===== config.mk =====
export PLATFORM = sky130hd
export DESIGN_NAME = cc_line_inserter
export DESIGN_NICKNAME = d
export VERILOG_FILES = /design/src/rtl/cc_pkg.sv /design/src/rtl/cc_line_match.sv /design/src/rtl/cc_shadow_bank.sv /design/src/rtl/cc_serializer.sv /design/src/rtl/cc_line_inserter.sv
export SDC_FILE = /design/constraint.sdc
export NUM_CORES = 1
export LEC_CHECK = 0
export ABC_AREA = 0
export BUFFER_PORTS_ARGS = -buffer_cell sky130_fd_sc_hd__buf_2
export CAP_MARGIN = 20
export CORE_MARGIN = 2
export CORE_UTILIZATION = 52
export CTS_CLUSTER_SIZE = 10
export DETAILED_ROUTE_END_ITERATION = 10
export PLACE_DENSITY = 0.84
export SYNTH_ARGS = -nofsm -noshare
export SYNTH_HDL_FRONTEND = slang
export SYNTH_HIERARCHICAL = 1
export SYNTH_SLANG_ARGS = --single-unit

===== constraint.sdc =====
create_clock -name clk -period 3.9 [get_ports clk]
set_input_delay 1.17 -clock clk [delete_from_list [all_inputs] [get_ports clk]]
set_output_delay 1.17 -clock clk [all_outputs]
set_load 0.03 [all_outputs]

===== src/rtl/cc_pkg.sv =====
package cc_pkg;
  localparam int RUNIN_SLOTS = 7;
  localparam int START_SLOTS = 3;
  localparam int DATA_BITS   = 16;
  localparam int TOTAL_SLOTS = RUNIN_SLOTS + START_SLOTS + DATA_BITS;

  localparam int NTSC_F1_LINE = 21;
  localparam int PAL_F1_LINE  = 22;
  localparam int NTSC_F2_LINE = 284;
  localparam int PAL_F2_LINE  = 335;

  function automatic int caption_line(input logic fld, input logic pal);
    if (!fld) return pal ? PAL_F1_LINE : NTSC_F1_LINE;
    else      return pal ? PAL_F2_LINE : NTSC_F2_LINE;
  endfunction
endpackage


===== src/rtl/cc_line_match.sv =====
module cc_line_match #(
  parameter int LINE_W = 10
) (
  input  logic              field_id,
  input  logic              fmt_pal,
  input  logic [LINE_W-1:0] line_num,
  input  logic              en_f1,
  input  logic              en_f2,
  output logic              hit
);
  logic [LINE_W-1:0] target;
  logic              fld_en;

  always_comb begin
    target = LINE_W'(cc_pkg::caption_line(field_id, fmt_pal));
    fld_en = field_id ? en_f2 : en_f1;
    hit    = fld_en && (line_num == target);
  end
endmodule


===== src/rtl/cc_shadow_bank.sv =====
module cc_shadow_bank #(
  parameter int NF = 2,
  parameter int DW = 16
) (
  input  logic                  clk,
  input  logic                  rst_n,
  input  logic                  wr_en,
  input  logic [$clog2(NF)-1:0] wr_field,
  input  logic [DW-1:0]         wr_word,
  input  logic                  load,
  input  logic [$clog2(NF)-1:0] load_field,
  input  logic [$clog2(NF)-1:0] sel_field,
  input  logic                  active_in,
  output logic [DW-1:0]         live_word
);
  localparam int FW = $clog2(NF);

  logic [DW-1:0] pend_q [NF];
  logic [DW-1:0] live_q [NF];

  for (genvar gf = 0; gf < NF; gf++) begin : g_fld
    always_ff @(posedge clk) begin
      if (!rst_n) begin
        pend_q[gf] <= '0;
        live_q[gf] <= '0;
      end else begin
        if (wr_en && wr_field == FW'(gf)) pend_q[gf] <= wr_word;
        if (load && load_field == FW'(gf)) live_q[gf] <= pend_q[gf];
      end
    end


    live_hold_chk: assert property (@(posedge clk) disable iff (!rst_n)
      (active_in && $past(active_in)) |-> $stable(live_q[gf]));
  end

  assign live_word = live_q[sel_field];
endmodule


===== src/rtl/cc_serializer.sv =====
module cc_serializer #(
  parameter int BIT_CLKS = 27,
  parameter int DW       = 16
) (
  input  logic          clk,
  input  logic          rst_n,
  input  logic          start,
  input  logic [DW-1:0] word,
  output logic          active,
  output logic          ser_bit
);
  localparam int NSLOT     = cc_pkg::RUNIN_SLOTS + cc_pkg::START_SLOTS + DW;
  localparam int PH_W      = $clog2(BIT_CLKS);
  localparam int SL_W      = $clog2(NSLOT);
  localparam int IX_W      = $clog2(DW);
  localparam int HALF      = BIT_CLKS / 2;
  localparam int DATA_SLOT = cc_pkg::RUNIN_SLOTS + cc_pkg::START_SLOTS;
  localparam logic [PH_W-1:0] PH_LAST = PH_W'(BIT_CLKS - 1);
  localparam logic [SL_W-1:0] SL_LAST = SL_W'(NSLOT - 1);

  logic            active_q;
  logic [SL_W-1:0] slot_q;
  logic [PH_W-1:0] phase_q;
  logic [SL_W-1:0] didx;

  always_ff @(posedge clk) begin
    if (!rst_n) begin
      active_q <= 1'b0;
      slot_q   <= '0;
      phase_q  <= '0;
    end else if (start) begin
      active_q <= 1'b1;
      slot_q   <= '0;
      phase_q  <= '0;
    end else if (active_q) begin
      if (phase_q == PH_LAST) begin
        phase_q <= '0;
        if (slot_q == SL_LAST) active_q <= 1'b0;
        else                   slot_q   <= slot_q + 1'b1;
      end else begin
        phase_q <= phase_q + 1'b1;
      end
    end
  end

  always_comb begin
    didx    = slot_q - SL_W'(DATA_SLOT);
    ser_bit = 1'b0;
    if (active_q) begin
      if (slot_q < SL_W'(cc_pkg::RUNIN_SLOTS))
        ser_bit = (phase_q < PH_W'(HALF));
      else if (slot_q < SL_W'(DATA_SLOT - 1))
        ser_bit = 1'b0;
      else if (slot_q == SL_W'(DATA_SLOT - 1))
        ser_bit = 1'b1;
      else
        ser_bit = word[didx[IX_W-1:0]];
    end
  end

  assign active = active_q;


  win_len_chk: assert property (@(posedge clk) disable iff (!rst_n)
    $fell(active_q) |-> ($past(slot_q) == SL_LAST && $past(phase_q) == PH_LAST));


  win_start_chk: assert property (@(posedge clk) disable iff (!rst_n)
    $rose(active_q) |-> (slot_q == '0 && phase_q == '0));
endmodule


===== src/rtl/cc_line_inserter.sv =====
module cc_line_inserter #(
  parameter int               H_W      = 11,
  parameter int               LINE_W   = 10,
  parameter int               BIT_CLKS = 27,
  parameter logic [H_W-1:0]   START_H  = 11'd244
) (
  input  logic              clk,
  input  logic              rst_n,
  input  logic [H_W-1:0]    hcount,
  input  logic [LINE_W-1:0] line_num,
  input  logic              field_id,
  input  logic              fmt_pal,
  input  logic              en_f1,
  input  logic              en_f2,
  input  logic              cap_valid,
  output logic              cap_ready,
  input  logic              cap_field,
  input  logic [7:0]        cap_byte1,
  input  logic [7:0]        cap_byte2,
  output logic              cc_valid,
  output logic              cc_bit
);
  localparam int DW = cc_pkg::DATA_BITS;

  logic          hit;
  logic          at_start;
  logic          start;
  logic          active;
  logic          act_field_q;
  logic [DW-1:0] live_word;

  cc_line_match #(.LINE_W(LINE_W)) u_match (
    .field_id (field_id),
    .fmt_pal  (fmt_pal),
    .line_num (line_num),
    .en_f1    (en_f1),
    .en_f2    (en_f2),
    .hit      (hit)
  );

  assign at_start  = (hcount == START_H);
  assign start     = at_start && hit && !active;
  assign cap_ready = !at_start;

  always_ff @(posedge clk) begin
    if (!rst_n)     act_field_q <= 1'b0;
    else if (start) act_field_q <= field_id;
  end

  cc_shadow_bank #(.NF(2), .DW(DW)) u_bank (
    .clk        (clk),
    .rst_n      (rst_n),
    .wr_en      (cap_valid && cap_ready),
    .wr_field   (cap_field),
    .wr_word    ({cap_byte2, cap_byte1}),
    .load       (start),
    .load_field (field_id),
    .sel_field  (act_field_q),
    .active_in  (active),
    .live_word  (live_word)
  );

  cc_serializer #(.BIT_CLKS(BIT_CLKS), .DW(DW)) u_ser (
    .clk     (clk),
    .rst_n   (rst_n),
    .start   (start),
    .word    (live_word),
    .active  (active),
    .ser_bit (cc_bit)
  );

  assign cc_valid = active;


  line_gate_chk: assert property (@(posedge clk) disable iff (!rst_n)
    $rose(cc_valid) |-> ($past(hit) && $past(at_start)));
endmodule


==> flow_metrics.env, run 1 <==
export IMPL_clkTransAtPathRegs_ps=90
export IMPL_cpLargestDelayFamily="multiplexers"
export IMPL_hold_viol=0
export IMPL_synthArstFlopShare_pct=0
export IMPL_synth_edf_count=64
export IMPL_synth_nets=323
export IMPL_criticalPathCategory="reg -> out"
export IMPL_vias=2201
export IMPL_gp_congestion=0.793
export IMPL_setup_viol=0
export IMPL_synthToLayoutAreaGrowth_pct=12.8
export IMPL_pre_cts_slack_ps=352
export IMPL_synth_mux_area_share_pct=8.41
export IMPL_grt_max_degree=38
export IMPL_die_w_um=88.3
export IMPL_peakVddDrop_mv=0.269
export IMPL_antenna_found_initial=0
export IMPL_drv_cap=0
export IMPL_grt_pass1_wl_um=10600
export IMPL_r2r_cells=6
export IMPL_synth_ff_type="edfxtp_1"
export IMPL_synth_seq_cells=76
export IMPL_cts_made_buffers=9
export IMPL_syn_area_per_cell_sq_um=13.7
export IMPL_holdPathEnd="u_ser/phase_q[1]"
export IMPL_finalCritPeriodShare_pct=94.6
export IMPL_ys_seq_area_share_pct=58.6
export IMPL_rr_startpoint="u_ser/slot_q[1]"
export IMPL_routedWlPerCell_um=15.1
export IMPL_hold_path_depth=2
export IMPL_nFillCells=542
export IMPL_fmax_mhz=271
export IMPL_detailed_place_hpwl_um=4640
export IMPL_synth_xor_area_share_pct=3.08
export IMPL_start_kind="flop"
export IMPL_synth_compound_area_share_pct=2.27
export IMPL_skew_ps=12.7
export IMPL_finalWorstSetupSlack_ps=211
export IMPL_status="finished clean"
export IMPL_arrival_ps=2520
export IMPL_p_per_area_mw_per_mm2=374
export IMPL_pin_count=48
export IMPL_yosys_area_share_simple_pct=21.3
export IMPL_min_path_type="reg -> reg"
export IMPL_post_cts_setup_buffers=0
export IMPL_critical_path_required_ps=2730
export IMPL_ctsHtreeMaxLevel=3
export IMPL_crit_chain="buf_4 -> mux2_2 -> mux4_1 -> mux2_2 -> nor4b_2 -> nor3_1 -> buf_2"
export IMPL_via_per_inst=5.25
export IMPL_synth_top_family_by_area="simple AND/OR/NAND/NOR gates"
export IMPL_drt_iter0_drc=109
export IMPL_postPlaceCellArea_sq_mm=0.00398
export IMPL_cts_sinks=76
export IMPL_io_buffers=47
export IMPL_hp_start="u_ser/phase_q[1]"
export IMPL_slew_headroom_pct=54.6
export IMPL_layout_common_cells="edfxtp_1 (64), buf_2 (47), and3_1 (35)"
export IMPL_wl_um=6340
export IMPL_synth_fa_ha_area_share_pct=3.05
export IMPL_grt_use_total_pct=18.2
export IMPL_synth_warnings=6
export IMPL_coreArea_sq_mm=0.00683
export IMPL_setup_tns_ps=0
export IMPL_power_leakage_nw=1.80
export IMPL_r2r_end="u_ser/slot_q[4]"
export IMPL_start_util_pct=54.0
export IMPL_cts_root_buf="clkbuf_8"
export IMPL_drc_errors=0
export IMPL_grt_setup_unrepaired="no"
export IMPL_period_needed_ps=3690
export IMPL_cts_tree="built"
export IMPL_ff2ff_setup_slack_ps=2000
export IMPL_postCtsHoldBufs=0
export IMPL_rows=30
export IMPL_die_area_sq_mm=0.00779
export IMPL_max_stage_delay_ps=520
export IMPL_finalMaxSlewViolations=0
export IMPL_worst_pin_slew_ps=680
export IMPL_worstPathMaxFanout=17
export IMPL_end_kind="output port"
export IMPL_cp_slowest_cell="mux4_1"
export IMPL_postRouteAntennaNets=0
export IMPL_die_h_um=88.3
export IMPL_clkLatencyLatePin_ps=340
export IMPL_synth_cells=269
export IMPL_firstDrtPassIters=4
export IMPL_cts_resized=0
export IMPL_grt_pass1_vias=2189
export IMPL_synth_cell_types=46
export IMPL_grt_overflow=0
export IMPL_design_area_sq_mm=0.00416
export IMPL_final_common_cell="edfxtp_1"
export IMPL_clockBufferDepth=2
export IMPL_path_buf_inv=2
export IMPL_syn_area_sq_mm=0.00369
export IMPL_path_common_cell="mux2_2"
export IMPL_antenna_cells=0
export IMPL_nets=372
export IMPL_drive_gt1_share_pct=37.5
metrics by stage:
step	util [%]	hold WS [ps]	power [mW]	cells
after CTS	60.9	537	1.57	419
final	60.9	536	1.56	419
after global placement	58.3	511	1.02	403
after floorplan	-	431	0.987	269
after global routing	60.9	581	1.61	419
after detailed placement	58.3	525	1.03	403
worst min-delay path: cells and delay by family (launching register included):
family | cells | cell delay [ps]
and+or+nand+nor | 1 | 90
AOI/OAI and AO/OA | 1 | 50
DFF | 1 | 360
cell type report:
cell class / count / area (sq um) / share of cell area, %
clock buffer: 9 / 124 / 2.98
multi-input combinational: 174 / 1410 / 33.8
sequential: 76 / 2160 / 51.9
clock inverter: 7 / 57.6 / 1.38
tap: 96 / 120 / 2.89
timing repair buffer: 52 / 273 / 6.55
inverter: 5 / 18.8 / 0.451
where the power goes:
| part | switching [mW] | leakage (nW) | total (mW) | internal, mW |
|---|---|---|---|---|
| combinational | 0.0469 | 0.945 | 0.0875 | 0.0406 |
| sequential | 0.00966 | 0.766 | 0.925 | 0.915 |
| clock | 0.306 | 0.0886 | 0.547 | 0.241 |
sequential cells by signal (all words and copies together) (netlist names):
name and cells:
u_bank/live_q 32, u_bank/pend_q 32, u_ser/phase_q 5, u_ser/slot_q 5
act_field_q 1, u_ser/active 1
cell families after synthesis:
logic type               Yosys count
adder cells (fa/ha/maj)            9
AND/OR/NAND/NOR                  116
multiplexers                      23
XOR/XNOR                          13
flip-flops                        76
buffers and inverters             19
AO/OA/AOI/OAI                     13
synth_stat cells, types with 2 or more instances:
cell type | n | area [sq um]
nor2_1 | 8 | 30.0
nor4_1 | 2 | 12.5
or4b_1 | 2 | 20.0
ha_1 | 9 | 113
xor2_1 | 6 | 52.6
nand2_1 | 10 | 37.5
and2_4 | 12 | 105
nor3_1 | 3 | 15.0
and3_2 | 13 | 97.6
mux4_1 | 2 | 52.6
nand2b_1 | 2 | 12.5
inv_1 | 5 | 18.8
clkbuf_1 | 5 | 18.8
mux4_2 | 2 | 45.0
a21o_1 | 2 | 15.0
edfxtp_1 | 64 | 1920
mux2_2 | 18 | 203
nand4_1 | 5 | 31.3
and3_1 | 35 | 219
buf_6 | 6 | 67.6
xnor2_1 | 7 | 61.3
dfxtp_1 | 12 | 240
nor2b_1 | 2 | 12.5
nand3_1 | 2 | 10.0
o21ai_0 | 3 | 15.0
nor3b_1 | 2 | 15.0
and2_1 | 7 | 43.8
and4b_1 | 2 | 20.0
a21oi_1 | 4 | 20.0
layer usage:
metal / share of wire [%] / up-vias / track usage, %
met5: 0 / - / 0
met4: 1.6 / 0 / 7.30
met3: 4.2 / 10 / 5.69
met2: 52 / 48 / 30.9
met1: 42 / 1043 / 21.6
li1: - / 1100 / -
worst max-delay path by stage:
stage / from / endpoint / slack (ps) / cells past startpoint
6_report: act_field_q / cc_bit / 210 / 7
5_1_grt: act_field_q / cc_bit / 90 / 7
4_1_cts: act_field_q / cc_bit / 190 / 7
3_5_place_dp: field_id / u_bank/live_q[0][7] / 350 / 10
3_3_place_gp: field_id / u_bank/live_q[0][7] / 550 / 10
2_1_floorplan: line_num[5] / u_bank/live_q[0][0] / 360 / 6
No activity file was read; power rests on OpenSTA's default activity.
==> inputs of run 2 (changes only) <==
Settings changed: MAX_ROUTING_LAYER set to met4.
==> flow_metrics.env, run 2 (synthesis gave the netlist of run 1 again) <==
export IMPL_cts_root_buf="clkbuf_8"
export IMPL_holdPathEnd="u_ser/phase_q[1]"
export IMPL_antenna_cells=0
export IMPL_routed_top_layer="met4"
export IMPL_peakVddDrop_mv=0.269
export IMPL_cts_sinks=76
export IMPL_end_kind="output port"
export IMPL_firstDrtPassIters=4
export IMPL_grt_max_degree=38
export IMPL_grt_pass1_vias=2188
export IMPL_setup_viol=0
export IMPL_cts_made_buffers=9
export IMPL_r2r_cells=6
export IMPL_postRouteAntennaNets=0
export IMPL_nets=372
export IMPL_dr_wl_met3_um=262
export IMPL_die_w_um=88.3
export IMPL_rows=30
export IMPL_dr_wl_met2_um=3310
export IMPL_internal_power_mw=1.20
export IMPL_wirelength_met1_um=2650
export IMPL_via_per_inst=5.26
export IMPL_clockPowerShare_pct=35.0
export IMPL_status="finished clean"
export IMPL_layout_common_cells="edfxtp_1 (64), buf_2 (47), and3_1 (35)"
export IMPL_routedWlPerCell_um=15.1
export IMPL_vias=2204
export IMPL_sw_frac_of_total_pct=23.2
export IMPL_holdWs_ps=536
export IMPL_drt_iter0_drc=110
export IMPL_pwr_share_comb_pct=5.6
export IMPL_grt_setup_unrepaired="no"
export IMPL_coreArea_sq_mm=0.00683
export IMPL_worst_pin_slew_ps=682
export IMPL_die_h_um=88.3
export IMPL_ff2ff_setup_slack_ps=2000
export IMPL_power_leakage_nw=1.80
export IMPL_ctsHtreeMaxLevel=3
export IMPL_pin_count=48
export IMPL_finalMaxSlewViolations=0
export IMPL_p_total_mw=1.56
export IMPL_arrival_ps=2520
export IMPL_rr_startpoint="u_ser/slot_q[1]"
export IMPL_drive_gt1_share_pct=37.5
export IMPL_min_path_type="reg -> reg"
export IMPL_grt_pass1_wl_um=10600
export IMPL_final_util_pct=60.9
export IMPL_wl_um=6330
export IMPL_drc_errors=0
export IMPL_hold_path_depth=2
export IMPL_synthToLayoutAreaGrowth_pct=12.8
export IMPL_finalCritPeriodShare_pct=94.6
export IMPL_post_cts_setup_buffers=0
export IMPL_worstPathMaxFanout=17
export IMPL_cts_resized=0
export IMPL_hold_viol=0
export IMPL_die_area_sq_mm=0.00779
export IMPL_drv_cap=0
export IMPL_setup_tns_ps=0
export IMPL_clkLatencyLatePin_ps=340
export IMPL_postCtsHoldBufs=0
export IMPL_grt_overflow=0
export IMPL_final_common_cell="edfxtp_1"
export IMPL_start_util_pct=54.0
export IMPL_antenna_found_initial=0
export IMPL_r2r_end="u_ser/slot_q[4]"
export IMPL_hp_start="u_ser/phase_q[1]"
export IMPL_criticalPathCategory="reg -> out"
export IMPL_io_buffers=47
export IMPL_cts_tree="built"
export IMPL_gp_congestion=0.804
export IMPL_clkTransAtPathRegs_ps=90
export IMPL_clockBufferDepth=2
export IMPL_period_needed_ps=3690
export IMPL_p_switching_mw=0.361
export IMPL_detailed_place_hpwl_um=4640
export IMPL_seq_power_share_pct=59.4
export IMPL_top_regs="u_bank/live_q (32), u_bank/pend_q (32)"
export IMPL_grt_use_total_pct=18.7
export IMPL_p_per_area_mw_per_mm2=374
export IMPL_slew_headroom_pct=54.4
export IMPL_critical_path_required_ps=2730
export IMPL_skew_ps=12.7
export IMPL_start_kind="flop"
export IMPL_startpoint="act_field_q"
export IMPL_fmax_mhz=271
## run 2: cell counts in the layout (fill, tap and decap cells not counted)
No cell type changed its count.
## run 2: worst max-delay path: stages, from the launching register on
cell     delay [ps]
dfxtp_1         310
buf_4           230
mux2_2          360
mux4_1          520
mux2_2          300
nor4b_2         210
nor3_1           60
buf_2           180
## run 2: layout make-up
cell class,instances,area [sq um]
fillers,542,2670
flip-flops and latches,76,2160
multi-input cells,174,1410
repair buffers,52,273
clock buffers,9,124
well taps,96,120
clock inverters,7,57.6
inverters,5,18.8
## run 2: routing by layer
layer	up-vias	GRT usage, %
li1	1101	-
met5	-	-
met4	0	8.13
met2	50	30.9
met3	12	4.85
met1	1041	21.6
## run 2: how the worst max path moves through the flow
stage                                      to  slack (ps)  cells after the start
after detailed placement  u_bank/live_q[0][7]         350                     10
after floorplan           u_bank/live_q[0][0]         360                      6
after global routing                   cc_bit         100                      7
final                                  cc_bit         210                      7
after global placement    u_bank/live_q[0][7]         550                     10
after CTS                              cc_bit         190                      7
## run 2: power groups by stage
stage               Clock [mW]  Combinational (mW)  Sequential [mW]
floorplan                    0              0.0490            0.938
global placement             0              0.0827            0.941
detailed placement           0              0.0880            0.943
CTS                      0.559              0.0882            0.925
global route             0.587              0.0967            0.928
finish                   0.545              0.0876            0.925
## run 2: metrics by stage
| step | worst slack [ps] | std cells | cell area, sq um |
|---|---|---|---|
| finish | 212 | 419 | 4160 |
| global route | 96.9 | 419 | 4160 |
| CTS | 195 | 419 | 4160 |
| detailed placement | 352 | 403 | 3980 |
| global placement | 550 | 403 | 3980 |
| floorplan | 365 | 269 | 3690 |
==> inputs of run 3 (changes only) <==
Settings changed: CTS_BUF_LIST set to sky130_fd_sc_hd__clkbuf_16, REMOVE_ABC_BUFFERS set to 1.
==> flow_metrics.env, run 3 (synthesis gave the netlist of run 1 again) <==
export IMPL_r2r_end="u_ser/slot_q[4]"
export IMPL_fin_cells=417
export IMPL_firstDrtPassIters=5
export IMPL_grt_use_total_pct=18.4
export IMPL_rr_startpoint="u_ser/slot_q[1]"
export IMPL_die_area_sq_mm=0.00779
export IMPL_wl_um=6480
export IMPL_final_util_pct=61.9
export IMPL_ff2ff_setup_slack_ps=2020
export IMPL_gr_usage_met2_pct=30.1
export IMPL_critical_path_required_ps=2730
export IMPL_criticalPathCategory="reg -> out"
export IMPL_grt_use_met1_pct=22.8
export IMPL_io_buffers=47
export IMPL_fmax_mhz=271
export IMPL_worst_pin_slew_ps=693
export IMPL_setup_tns_ps=0
export IMPL_cts_tree="built"
export IMPL_top_regs="u_bank/live_q (32), u_bank/pend_q (32)"
export IMPL_end_kind="output port"
export IMPL_cts_made_buffers=9
export IMPL_grt_max_degree=38
export IMPL_p_per_area_mw_per_mm2=403
export IMPL_period_needed_ps=3690
export IMPL_gp_congestion=0.770
export IMPL_startpoint="act_field_q"
export IMPL_drc_errors=0
export IMPL_clockBufferDepth=2
export IMPL_skew_ps=5.88
export IMPL_post_cts_setup_buffers=0
export IMPL_start_util_pct=54.0
export IMPL_placed_cells=403
export IMPL_die_h_um=88.3
export IMPL_multi_input_area_sq_mm=0.00141
export IMPL_finalMaxSlewViolations=0
export IMPL_grt_overflow=0
export IMPL_detailed_place_hpwl_um=4390
export IMPL_finalCritPeriodShare_pct=94.7
export IMPL_vias=2218
export IMPL_min_path_type="reg -> reg"
export IMPL_cts_resized=0
export IMPL_start_kind="flop"
export IMPL_cp_endpoint="cc_bit"
export IMPL_power_leakage_nw=1.85
export IMPL_clkLatencyLatePin_ps=310
export IMPL_drt_iter0_drc=96
export IMPL_p_total_mw=1.71
export IMPL_holdWs_ps=548
export IMPL_ctsHtreeMaxLevel=3
export IMPL_status="finished clean"
export IMPL_setup_viol=0
export IMPL_drive_gt1_share_pct=36.1
export IMPL_top_usage_layer="met2"
export IMPL_final_common_cell="edfxtp_1"
export IMPL_peakVddDrop_mv=0.308
export IMPL_arrival_ps=2520
export IMPL_grt_setup_unrepaired="no"
export IMPL_postCtsHoldBufs=0
export IMPL_layout_common_cells="edfxtp_1 (64), buf_2 (47), and3_1 (35)"
export IMPL_worstPathMaxFanout=17
export IMPL_slew_headroom_pct=53.7
export IMPL_pin_count=48
export IMPL_antenna_found_initial=0
export IMPL_postRouteAntennaNets=0
export IMPL_rows=30
export IMPL_hold_viol=0
export IMPL_synthToLayoutAreaGrowth_pct=14.6
export IMPL_routedWlPerCell_um=15.5
export IMPL_antenna_cells=0
export IMPL_via_per_inst=5.32
export IMPL_cts_sinks=76
export IMPL_clkTransAtPathRegs_ps=50
export IMPL_nets=372
export IMPL_coreArea_sq_mm=0.00683
export IMPL_grt_pass1_wl_um=10500
export IMPL_drv_cap=0
export IMPL_grt_pass1_vias=2154
export IMPL_cts_root_buf="clkbuf_16"
export IMPL_die_w_um=88.3
export IMPL_r2r_cells=6
export IMPL_met3_usage_pct=4.29
export IMPL_nFillCells=514
export IMPL_seq_area_sq_mm=0.00216
==> run 3: changes by cell type in the layout (fill, tap and decap cells not counted) <==
cell / previous run / this run
clkinv_4: 0 / 1
clkbuf_8: 9 / 0
inv_1: 5 / 8
clkbuf_16: 0 / 9
inv_6: 3 / 0
inv_8: 1 / 0
clkinvlp_4: 2 / 0
==> run 3: final cells by class <==
cell class	count	area share, %
clock inverters	5	0.591
repair buffers	52	6.45
inverters	5	0.444
flip-flops and latches	76	51.1
well taps	96	2.84
clock buffers	9	5.32
multi-input cells	174	33.3
==> run 3: critical path: stages (launching register included) <==
cell and delay, ps:
dfxtp_1 300, buf_4 240, mux2_2 370, mux4_1 510
mux2_2 280, nor4b_2 250, nor3_1 70, buf_2 180
==> run 3: worst min path at each step <==
| stage | start | to | slack (ps) | cells after the start |
|---|---|---|---|---|
| CTS | u_ser/phase_q[1] | u_ser/phase_q[1] | 540 | 2 |
| floorplan | u_ser/phase_q[4] | u_ser/phase_q[4] | 490 | 2 |
| global placement | u_ser/phase_q[1] | u_ser/phase_q[1] | 510 | 2 |
| detailed placement | u_ser/phase_q[1] | u_ser/phase_q[1] | 540 | 2 |
| global route | u_bank/pend_q[0][10] | u_bank/live_q[0][10] | 570 | 1 |
| finish | u_ser/phase_q[4] | u_ser/phase_q[4] | 550 | 2 |
==> run 3: where the power goes <==
group | switching (mW) | leakage, nW | total [mW] | internal, mW
Clock | 0.276 | 0.135 | 0.691 | 0.415
Sequential | 0.00980 | 0.766 | 0.927 | 0.917
Combinational | 0.0469 | 0.945 | 0.0874 | 0.0404
Total | 0.333 | 1.85 | 1.71 | 1.37
==> run 3: metal layers <==
layer	share of wire (%)	vias to the layer above
met5	0	-
met4	1.2	0
met3	3.9	4
met2	51	55
met1	43	1063
li1	-	1096
==> run 3: per-stage QoR <==
step,setup slack [ps],cell area (sq um)
3_3_place_gp,538,3980
3_5_place_dp,465,3980
6_report,209,4230
2_1_floorplan,-176,3590
5_1_grt,107,4230
4_1_cts,200,4230
